[config.mk]
export PLATFORM = sky130hd
export DESIGN_NAME = spi_slave_dbuf
export DESIGN_NICKNAME = d
export VERILOG_FILES = /design/src/rtl/spi_slave_dbuf.sv
export SDC_FILE = /design/constraint.sdc
export NUM_CORES = 1
export LEC_CHECK = 0
export CAP_MARGIN = 20
export CORE_ASPECT_RATIO = 2
export CORE_MARGIN = 1
export CORE_UTILIZATION = 45
export DETAILED_ROUTE_END_ITERATION = 7
export GPL_TIMING_DRIVEN = 0
export PLACE_DENSITY = 0.79
export SLEW_MARGIN = 10
export SYNTH_ARGS = -nofsm -noshare
export SYNTH_HDL_FRONTEND = slang
export SYNTH_SLANG_ARGS = --single-unit
[constraint.sdc]
create_clock -name clk -period 3.08 [get_ports clk]
set_clock_uncertainty 0.05 [all_clocks]
set_input_delay 0.462 -clock clk [delete_from_list [all_inputs] [get_ports clk]]
set_output_delay 0.462 -clock clk [all_outputs]
set_load 0.1 [all_outputs]
[src/rtl/spi_slave_dbuf.sv]
module spi_slave_dbuf #(
  parameter int W = 8
) (
  input  logic         clk,
  input  logic         rst_n,
  input  logic         cpu_sel,
  input  logic         cpu_wr,
  input  logic         cpu_addr,
  input  logic [W-1:0] cpu_wdata,
  output logic [W-1:0] cpu_rdata,
  input  logic         sck,
  input  logic         mosi,
  input  logic         ss_n,
  output logic         miso,
  output logic         miso_oe,
  output logic         irq
);
  localparam int CW = $clog2(W);

  logic [2:0]    sck_s;
  logic [1:0]    mosi_s, ss_s;
  logic [W-1:0]  txbuf, shreg, rxbuf;
  logic [CW-1:0] bitcnt;
  logic          tx_empty, rx_full, ovf, armed, tx_ie, rx_ie, miso_q;

  wire          active   = ~ss_s[1];
  wire          sck_rise = active & sck_s[1] & ~sck_s[2];
  wire          sck_fall = active & ~sck_s[1] & sck_s[2];
  wire          last     = bitcnt == CW'(W - 1);
  wire [W-1:0]  shifted  = {shreg[W-2:0], mosi_s[1]};
  wire          wr_data  = cpu_sel & cpu_wr & ~cpu_addr;
  wire          wr_ctl   = cpu_sel & cpu_wr & cpu_addr;
  wire          rd_data  = cpu_sel & ~cpu_wr & ~cpu_addr;
  wire          rd_stat  = cpu_sel & ~cpu_wr & cpu_addr;
  wire          clr_rx   = rd_data & armed;

  always_ff @(posedge clk or negedge rst_n) begin
    if (!rst_n) begin
      sck_s    <= '0;
      mosi_s   <= '0;
      ss_s     <= '1;
      txbuf    <= '0;
      shreg    <= '0;
      rxbuf    <= '0;
      bitcnt   <= '0;
      tx_empty <= 1'b1;
      rx_full  <= 1'b0;
      ovf      <= 1'b0;
      armed    <= 1'b0;
      tx_ie    <= 1'b0;
      rx_ie    <= 1'b0;
      miso_q   <= 1'b0;
    end else begin
      sck_s  <= {sck_s[1:0], sck};
      mosi_s <= {mosi_s[0], mosi};
      ss_s   <= {ss_s[0], ss_n};

      if (!active) bitcnt <= '0;
      else if (sck_fall) begin
        shreg  <= shifted;
        bitcnt <= last ? '0 : bitcnt + 1'b1;
      end

      if (sck_rise) begin
        if (bitcnt == '0) begin
          tx_empty <= 1'b1;
          if (!tx_empty) begin
            shreg  <= txbuf;
            miso_q <= txbuf[W-1];
          end else miso_q <= shreg[W-1];
        end else miso_q <= shreg[W-1];
      end

      if (rd_stat && rx_full) armed <= 1'b1;
      if (clr_rx) begin
        rx_full <= 1'b0;
        ovf     <= 1'b0;
        armed   <= 1'b0;
      end

      if (sck_fall && last) begin
        if (rx_full && !clr_rx) ovf <= 1'b1;
        else begin
          rxbuf   <= shifted;
          rx_full <= 1'b1;
        end
      end

      if (wr_data) begin
        txbuf    <= cpu_wdata;
        tx_empty <= 1'b0;
      end
      if (wr_ctl) {rx_ie, tx_ie} <= cpu_wdata[1:0];
    end
  end

  assign cpu_rdata = cpu_addr ? W'({rx_full, ovf, tx_empty, 3'b000, rx_ie, tx_ie}) : rxbuf;
  assign miso      = miso_q;
  assign miso_oe   = active;
  assign irq       = (tx_empty & tx_ie) | (rx_full & rx_ie);
endmodule


* Word-level counts from Yosys, hierarchy flattened
Cells that the tools add are included.
** Storage, ports and cells
- Bits of input ports :: 16
- Register bits :: 41
- Logic and storage cells :: 69
** Cells by class
- Reductions and logical operators :: 11
- $add $sub $neg :: 1
- Multiplexer cells :: 22
- Bitwise operators :: 20
- Equal/unequal tests :: 1
** Operators with widths (number)
- 2-to-1 mux 8 bit :: 6
- bitwise AND 1 bit :: 13
- 2-to-1 mux 1 bit :: 13
- 2-to-1 mux 3 bit :: 3
- nonzero test 2 bit :: 4
- inverter 1 bit :: 6
- AND reduction 2 bit :: 2
- adder 3 x 1 -> 3 bit (second input constant) :: 1
- == test 3 bit (second input constant) :: 1
- logical AND 1 bit :: 3
- zero test 3 bit :: 1
- zero test 1 bit :: 1
- OR 1 bit :: 1

* Depth between registers and ports, before layout
Gate-level depths: netlist (run 1).
- Depth after elaboration :: 8
- Gate-level depth with buffers :: 5

* Least setup slack after synthesis (run 1)
No wires, ideal clock.
- Path type :: input port to output port
- Start :: in cpu_addr
- End :: out cpu_rdata[2]
- Arrival :: 2.020 ns
- Cell stages on the path :: 2
- Required time :: 2.568 ns
- Slack :: 0.548 ns
- Cells stage by stage :: clkbuf_1 > nor2b_1
** Between the ends
- Cells in the longest elaborated chain, start to end :: 1
** Ends and longest elaborated chain
- from (decl) :: RTL line 8 : input logic cpu_addr,
- 2-to-1 mux 8 bit :: RTL line 97 : assign cpu_rdata = cpu_addr ? W'({rx_full, ovf, tx_empty, 3'b000, rx_ie, tx_ie}) : rxbuf;
- to (decl) :: RTL line 10 : output logic [W-1:0] cpu_rdata,
No other way between the ends.

* Final worst setup path (run 1)
- Start :: in cpu_addr
- End :: out cpu_rdata[6]
The elaborated chain is that of the path after synthesis.

==> out/metrics.csv, run 1 <==
stage,metric,value,unit
place,HPWL after DPL,2300,um
floorplan,Initial Util,47.3,%
synth,top post-synthesis cells by area,"dfrtp_1, mux2_2, mux2_4",
synth,flip-flop and latch count after synthesis,41,
place,pre-CTS WS,-0.204,ns
clock_tree,H-tree levels,2,
clock_tree,Clock Path Buffers,2,
synth,synth cell count leaders,"dfrtp_1, mux2_2, mux2_4",
drt,DRT Pass-1 Iters,3,
synth,Syn Area/Cell,14.4,sq um
worst_setup_path,CP required,2.57,ns
timing,WHS,0.308,ns
power,VDD IR max,0.473,mV
worst_setup_path,Crit Reg-Reg Endpoint,rxbuf[3],
power,power per standard cell area,642,mW/mm^2
clock_tree,CTS tree,yes,
worst_setup_path,worst-path fanout max,10,
synth,asr flop ratio synth,100,%
synth,post-synth top area cell,dfrtp_1,
layout,layout cells sized above 1,37.0,%
synth,Mapped Cells,126,
synth,number of synthesis warnings,0,
layout,Final nets,180,
timing,min cycle time layout,2.98,ns
min_path,Tightest Hold Check Type,reg2reg,
floorplan,Ports,27,
place,DP Area,0.00216,sq mm
timing,max frequency,336,MHz
worst_setup_path,Startpoint Class,primary input,
floorplan,Core ar.,0.00384,sq mm
synth,most numerous cell in the Yosys netlist,dfrtp_1,
min_path,WHS Endpoint,sck_s[1],
drt,via-per-instance ratio,5.09,
floorplan,DIE AREA,0.00432,sq mm
worst_setup_path,CP max stage delay,0.85,ns
clock_tree,clk_lat worst skew,0.29,ns
clock_tree,TritonCTS buffer count,5,
synth,"EDFF count, synth",0,
timing,Final Max Tran Viols,0,
outcome,outcome,completed,
drt,post-route ant nets,0,
synth,Synth cell types,29,
global_routing,vias in the first global route,1189,
layout,Final Core Density,58.3,%
floorplan,Die X,47.0,um
timing,final hold violations,0,
drt,DR DRC count,0,
global_routing,initial antenna violation count,0,
synth,Post-Syn Nets,145,
timing,worst slew pin tran,0.970,ns
synth,Yosys top cell area share,52.3,%
synth,sequential area share after synthesis,56.6,%
worst_setup_path,"Cell Chain, Critical Path",clkdlybuf4s50_1 -> clkbuf_1 -> mux2_2 -> dlygate4sd2_1,
place,gpl congestion,0.709,
synth,Mapped Area,0.00182,sq mm
worst_setup_path,Worst path slowest cell,dlygate4sd2_1,
timing,setup ws final,0.105,ns
drt,WL/cell,14.7,um
layout,Diodes inserted,0,
floorplan,Core Rows,32,
worst_setup_path,Worst setup EP type,primary output,
clock_tree,Worst-path clk slew,0.07,ns
worst_setup_path,crit path DAT,2.46,ns
job,Max Cap Viol,0,
timing,RSZ-0062 raised after global routing,false,
global_routing,largest net degree at the start of global routing,33,
min_path,Hold Path Stages,0,
floorplan,Die Y,91.9,um
timing,Final setup violation count,0,
min_path,Hold Path Origin,sck_s[0],
global_routing,first-pass GRT wire length,5490,um
drt,DR iter-0 viols,11,
timing,Final Cycle Share,96.6,%
worst_setup_path,worst r2r src,bitcnt[0],
layout,post-route cell area,0.00224,sq mm
global_routing,"Remaining Overflow, GRT",0,
synth,predominant post-synthesis flop cell,dfrtp_1,
worst_setup_path,R2R Setup Slk,0.93,ns
global_routing,GR Util All Layers,17.7,%
worst_setup_path,Critical Setup Path Class,in2out,
clock_tree,postcts setup bufs,0,
worst_setup_path,Register-to-Register Path Depth,5,
layout,P&R area growth vs syn,23.2,%
place,Buffers on Ports,26,
drt,Detailed Route WL,3120,um
timing,headroom to the max-slew limit,35.2,%
drt,Vias,1085,
clock_tree,CTS root buf,clkbuf_8,
power,leak pwr,1.09,nW
clock_tree,clock sinks,41,
==> final cells by class <==
cell class | instances | area (sq um)
repair buffers | 28 | 272
multi-input cells | 77 | 752
fillers | 325 | 1600
inverters | 5 | 18.8
clock buffers | 5 | 68.8
plain buffers | 3 | 18.8
well taps | 51 | 63.8
clock inverters | 3 | 17.5
flip-flops and latches | 41 | 1030
==> timing repair <==
| item | 4_1_cts | 5_1_grt |
|---|---|---|
| hold buffers | 1 | 0 |
| endpoints found under the setup margin | 5 | 7 |
| hold endpoints to repair | 7 | 0 |
| resized for setup | 5 | 11 |
==> state kept, by name, indices dropped and copies added (netlist names), 2 cells and up <==
register,cells
bitcnt,3
mosi_s,2
rxbuf,8
sck_s,3
shreg,8
ss_s,2
txbuf,8
==> cells by family (layout without fill, tap and decap cells) <==
family,Yosys count,count (layout),share of synthesized area [%]
fa+ha+maj,3,3,2.06
mux,40,40,26.3
flops,41,41,56.6
simple gates,23,23,8.73
compound gates,11,11,4.26
buf+inv,8,44,2.06
==> cell usage in the layout, fill, tap and decap left out, types with 2 or more instances in the layout <==
| master | instances |
|---|---|
| nand4bb_1 | 2 |
| nand2_1 | 2 |
| nor2b_1 | 3 |
| clkinv_2 | 2 |
| clkbuf_8 | 5 |
| dfstp_2 | 3 |
| inv_1 | 5 |
| dfrtp_1 | 38 |
| nand2b_1 | 2 |
| nor2_1 | 5 |
| mux2_2 | 30 |
| mux2_4 | 8 |
| ha_1 | 3 |
| mux2i_1 | 2 |
| dlymetal6s2s_1 | 3 |
| a21oi_1 | 3 |
| clkbuf_2 | 4 |
| a22o_1 | 2 |
| nor3b_1 | 3 |
| clkdlybuf4s50_1 | 17 |
| a31oi_1 | 2 |
==> critical path, delay by kind of cell <==
| kind | cells | cell delay, ns |
|---|---|---|
| buffers and inverters | 3 | 1.75 |
| muxes | 1 | 0.24 |
==> power breakdown <==
part           internal, mW  switching (mW)
registers             0.637          0.0660
logic                 0.192           0.202
clock network         0.156           0.185
==> per-stage QoR <==
stage	std cells	setup TNS, ns	power (mW)
3_5_place_dp	204	-0.978	1.12
5_1_grt	213	0	1.52
4_1_cts	213	0	1.46
6_report	213	0	1.44
3_3_place_gp	203	-0.747	1.10
2_1_floorplan	126	0	1.01
==> worst max-delay path by stage <==
stage,startpoint,end,slack (ns),cells past startpoint
2_1_floorplan,cpu_addr,cpu_rdata[2],0.55,2
3_3_place_gp,cpu_addr,cpu_rdata[5],-0.16,4
3_5_place_dp,cpu_addr,cpu_rdata[7],-0.20,4
4_1_cts,cpu_addr,cpu_rdata[7],0.07,4
5_1_grt,cpu_addr,cpu_rdata[6],0.01,4
6_report,cpu_addr,cpu_rdata[6],0.10,4
==> routing by layer <==
| metal | share of wire [%] | up-vias | global-route usage [%] |
|---|---|---|---|
| li1 | - | 518 | - |
| met1 | 41 | 540 | 21.7 |
| met2 | 54 | 21 | 28.4 |
| met3 | 2.5 | 6 | 3.54 |
| met4 | 2.2 | 0 | 8.57 |
| met5 | 0 | - | 0 |
(Power assumes the default switching activity.)
==> run 2, diff against run 1 <==
CORE_MARGIN = 2   (was 1)
==> run 2 against run 1 <==
  * Clock-buffer cell count is 2 higher
  * Cell count did not move
  * Clock power fell by 2%
  * Sequential share of layout area increased by 0.18 points
  * Wire length increased by 2.9%
  * Global-route usage down 1.9 points
  * Setup slack lost 0.023 ns
  * Maximum frequency decreased by 0.77%
  * Core utilization down 0.83 points
  * Die area grew 6.5%
  * Hold slack worse by 0.0050 ns
  * Critical endpoint is now cpu_rdata[4]
  * Largest cell class unchanged
==> out/metrics.csv, run 2 (synthesis results as in run 1) <==
stage,metric,value,unit,change
outcome,outcome,completed,,unchanged
drt,WL/cell,15.1,um,was 14.7 um
worst_setup_path,crit path DAT,2.49,ns,was 2.46 ns
timing,worst slew pin tran,0.967,ns,was 0.970 ns
power,leak pwr,1.06,nW,was 1.09 nW
layout,Final nets,180,,unchanged
clock_tree,CTS tree,yes,,unchanged
power,sequential power share,49.2,%,was 48.9%
drt,DR iter-0 viols,13,,was 11
clock_tree,Worst-path clk slew,0.07,ns,about the same
layout,Layout Cells excl Fill,213,,unchanged
place,HPWL after DPL,2330,um,was 2300 um
power,Comb pwr share,27.5,%,was 27.4%
timing,max frequency,334,MHz,was 336 MHz
place,Buffers on Ports,26,,unchanged
worst_setup_path,worst setup path startpoint,cpu_addr,,unchanged
drt,DR DRC count,0,,unchanged
global_routing,first-pass GRT wire length,5420,um,was 5490 um
min_path,Hold Path Origin,sck_s[0],,unchanged
floorplan,Core ar.,0.00388,sq mm,was 0.00384 sq mm
floorplan,Die Y,93.9,um,was 91.9 um
worst_setup_path,Startpoint Class,primary input,,unchanged
clock_tree,clock sinks,41,,unchanged
clock_tree,postcts setup bufs,0,,unchanged
timing,headroom to the max-slew limit,35.3,%,was 35.2%
global_routing,vias in the first global route,1201,,was 1189
job,Max Cap Viol,0,,unchanged
min_path,WHS Endpoint,sck_s[1],,unchanged
worst_setup_path,Crit Reg-Reg Endpoint,rxbuf[4],,was rxbuf[3]
timing,Final Cycle Share,97.3,%,was 96.6%
layout,P&R area growth vs syn,22.7,%,was 23.2%
power,sw frac,31.3,%,was 31.5%
layout,"commonest non-fill, non-tap cell in the layout",dfrtp_1,,unchanged
floorplan,Core Rows,32,,unchanged
drt,via-per-instance ratio,5.20,,was 5.09
min_path,Hold Path Stages,0,,unchanged
worst_setup_path,Register-to-Register Path Depth,5,,unchanged
place,gpl congestion,0.719,,was 0.709
worst_setup_path,R2R Setup Slk,0.88,ns,was 0.93 ns
layout,most frequent cells in the layout,"dfrtp_1, mux2_2, clkdlybuf4s50_1",,unchanged
power,Internal Power,0.989,mW,was 0.985 mW
layout,largest registers,"rxbuf x8, shreg x8, txbuf x8",,unchanged
layout,filler instances,335,,was 325
clock_tree,Clock Path Buffers,2,,unchanged
min_path,Tightest Hold Check Type,reg2reg,,unchanged
worst_setup_path,worst r2r src,bitcnt[0],,unchanged
global_routing,"Remaining Overflow, GRT",0,,unchanged
power,power per standard cell area,644,mW/mm^2,was 642 mW/mm^2
global_routing,largest net degree at the start of global routing,40,,was 33
worst_setup_path,Worst setup EP type,primary output,,unchanged
timing,RSZ-0062 raised after global routing,false,,unchanged
place,placed cell count,204,,unchanged
drt,post-route ant nets,0,,unchanged
drt,Detailed Route WL,3210,um,was 3120 um
floorplan,DIE AREA,0.00460,sq mm,was 0.00432 sq mm
worst_setup_path,worst-path fanout max,10,,unchanged
power,sw power,0.450,mW,was 0.454 mW
timing,min cycle time layout,3.00,ns,was 2.98 ns
clock_tree,clk_lat worst skew,0.29,ns,about the same
drt,Vias,1107,,was 1085
floorplan,Initial Util,46.8,%,was 47.3%
power,VDD IR max,0.424,mV,was 0.473 mV
clock_tree,CTS root buf,clkbuf_8,,unchanged
worst_setup_path,CP required,2.57,ns,about the same
floorplan,Ports,27,,unchanged
layout,Final Core Density,57.5,%,was 58.3%
power,Clock power frac,23.3,%,was 23.8%
clock_tree,H-tree levels,2,,unchanged
clock_tree,TritonCTS buffer count,5,,unchanged
global_routing,GR Util All Layers,15.8,%,was 17.7%
layout,Diodes inserted,0,,unchanged
worst_setup_path,Critical Setup Path Class,in2out,,unchanged
global_routing,initial antenna violation count,0,,unchanged
timing,final hold violations,0,,unchanged
drt,DRT Pass-1 Iters,4,,was 3
layout,layout cells sized above 1,36.4,%,was 37.0%
timing,Final Max Tran Viols,0,,unchanged
floorplan,Die X,49.0,um,was 47.0 um
timing,Final setup violation count,0,,unchanged
[run 2: cell types whose count changed in the layout (fill, tap and decap cells not counted), sizes merged]
cell | previous run | this run
dlymetal6s2s | 3 | 2
clkdlybuf4s50 | 17 | 18
clkinv | 2 | 0
dlygate4sd2 | 1 | 0
clkbuf | 10 | 13
[run 2: layout make-up]
type | count | area, sq um | share of cell area, %
timing repair buffer | 28 | 265 | 11.9
tap | 51 | 63.8 | 2.86
clock buffer | 7 | 76.3 | 3.42
multi-input combinational | 77 | 752 | 33.7
sequential | 41 | 1030 | 46.1
clock inverter | 1 | 7.51 | 0.336
inverter | 5 | 18.8 | 0.841
buffer | 3 | 18.8 | 0.841
[run 2: worst max-delay path by stage]
| stage | end | slack (ns) | cells past startpoint |
|---|---|---|---|
| after global routing | cpu_rdata[4] | 0.003 | 4 |
| after detailed placement | cpu_rdata[7] | -0.25 | 4 |
| final | cpu_rdata[4] | 0.08 | 4 |
| after global placement | cpu_rdata[5] | -0.18 | 4 |
| after CTS | cpu_rdata[7] | 0.02 | 4 |
| after floorplan | cpu_rdata[2] | 0.55 | 2 |
[run 2: timing repair]
action | CTS | global route
endpoints found under the hold margin | 1 | 0
resized for setup | 5 | 12
setup endpoints to repair | 5 | 7
cloned | 0 | 0
hold buffers | 1 | 0
[run 2: routing by layer]
layer	share of wire (%)	track usage, %	vias to the layer above
met5	0	0	-
met4	2.8	8.81	0
met3	3.3	3.66	9
met2	53	27.3	22
met1	41	17.6	556
li1	-	-	520
[run 2: through the flow]
step | hold WS [ns] | TNS [ns] | total power [mW] | setup slack [ns] | cell area, sq um
after CTS | 0.308 | 0 | 1.45 | 0.0179 | 2250
final | 0.303 | 0 | 1.44 | 0.0817 | 2230
after floorplan | 0.116 | 0 | 1.01 | 0.548 | 1820
after detailed placement | 0.219 | -1.09 | 1.12 | -0.246 | 2160
after global routing | 0.313 | 0 | 1.51 | 0.00283 | 2230
after global placement | 0.284 | -0.852 | 1.10 | -0.182 | 2140
[run 2: power by group through the flow]
stage | logic, mW | clock network (mW) | registers [mW]
3_3_place_gp | 0.391 | 0 | 0.710
4_1_cts | 0.401 | 0.346 | 0.707
5_1_grt | 0.422 | 0.368 | 0.724
3_5_place_dp | 0.404 | 0 | 0.719
2_1_floorplan | 0.286 | 0 | 0.722
6_report | 0.396 | 0.335 | 0.707
[run 2: critical path, cell delays in order]
cell and delay [ns]:
clkdlybuf4s50_1 0.43, clkbuf_1 0.28, nor2b_1 0.17, clkdlybuf4s50_1 1.14
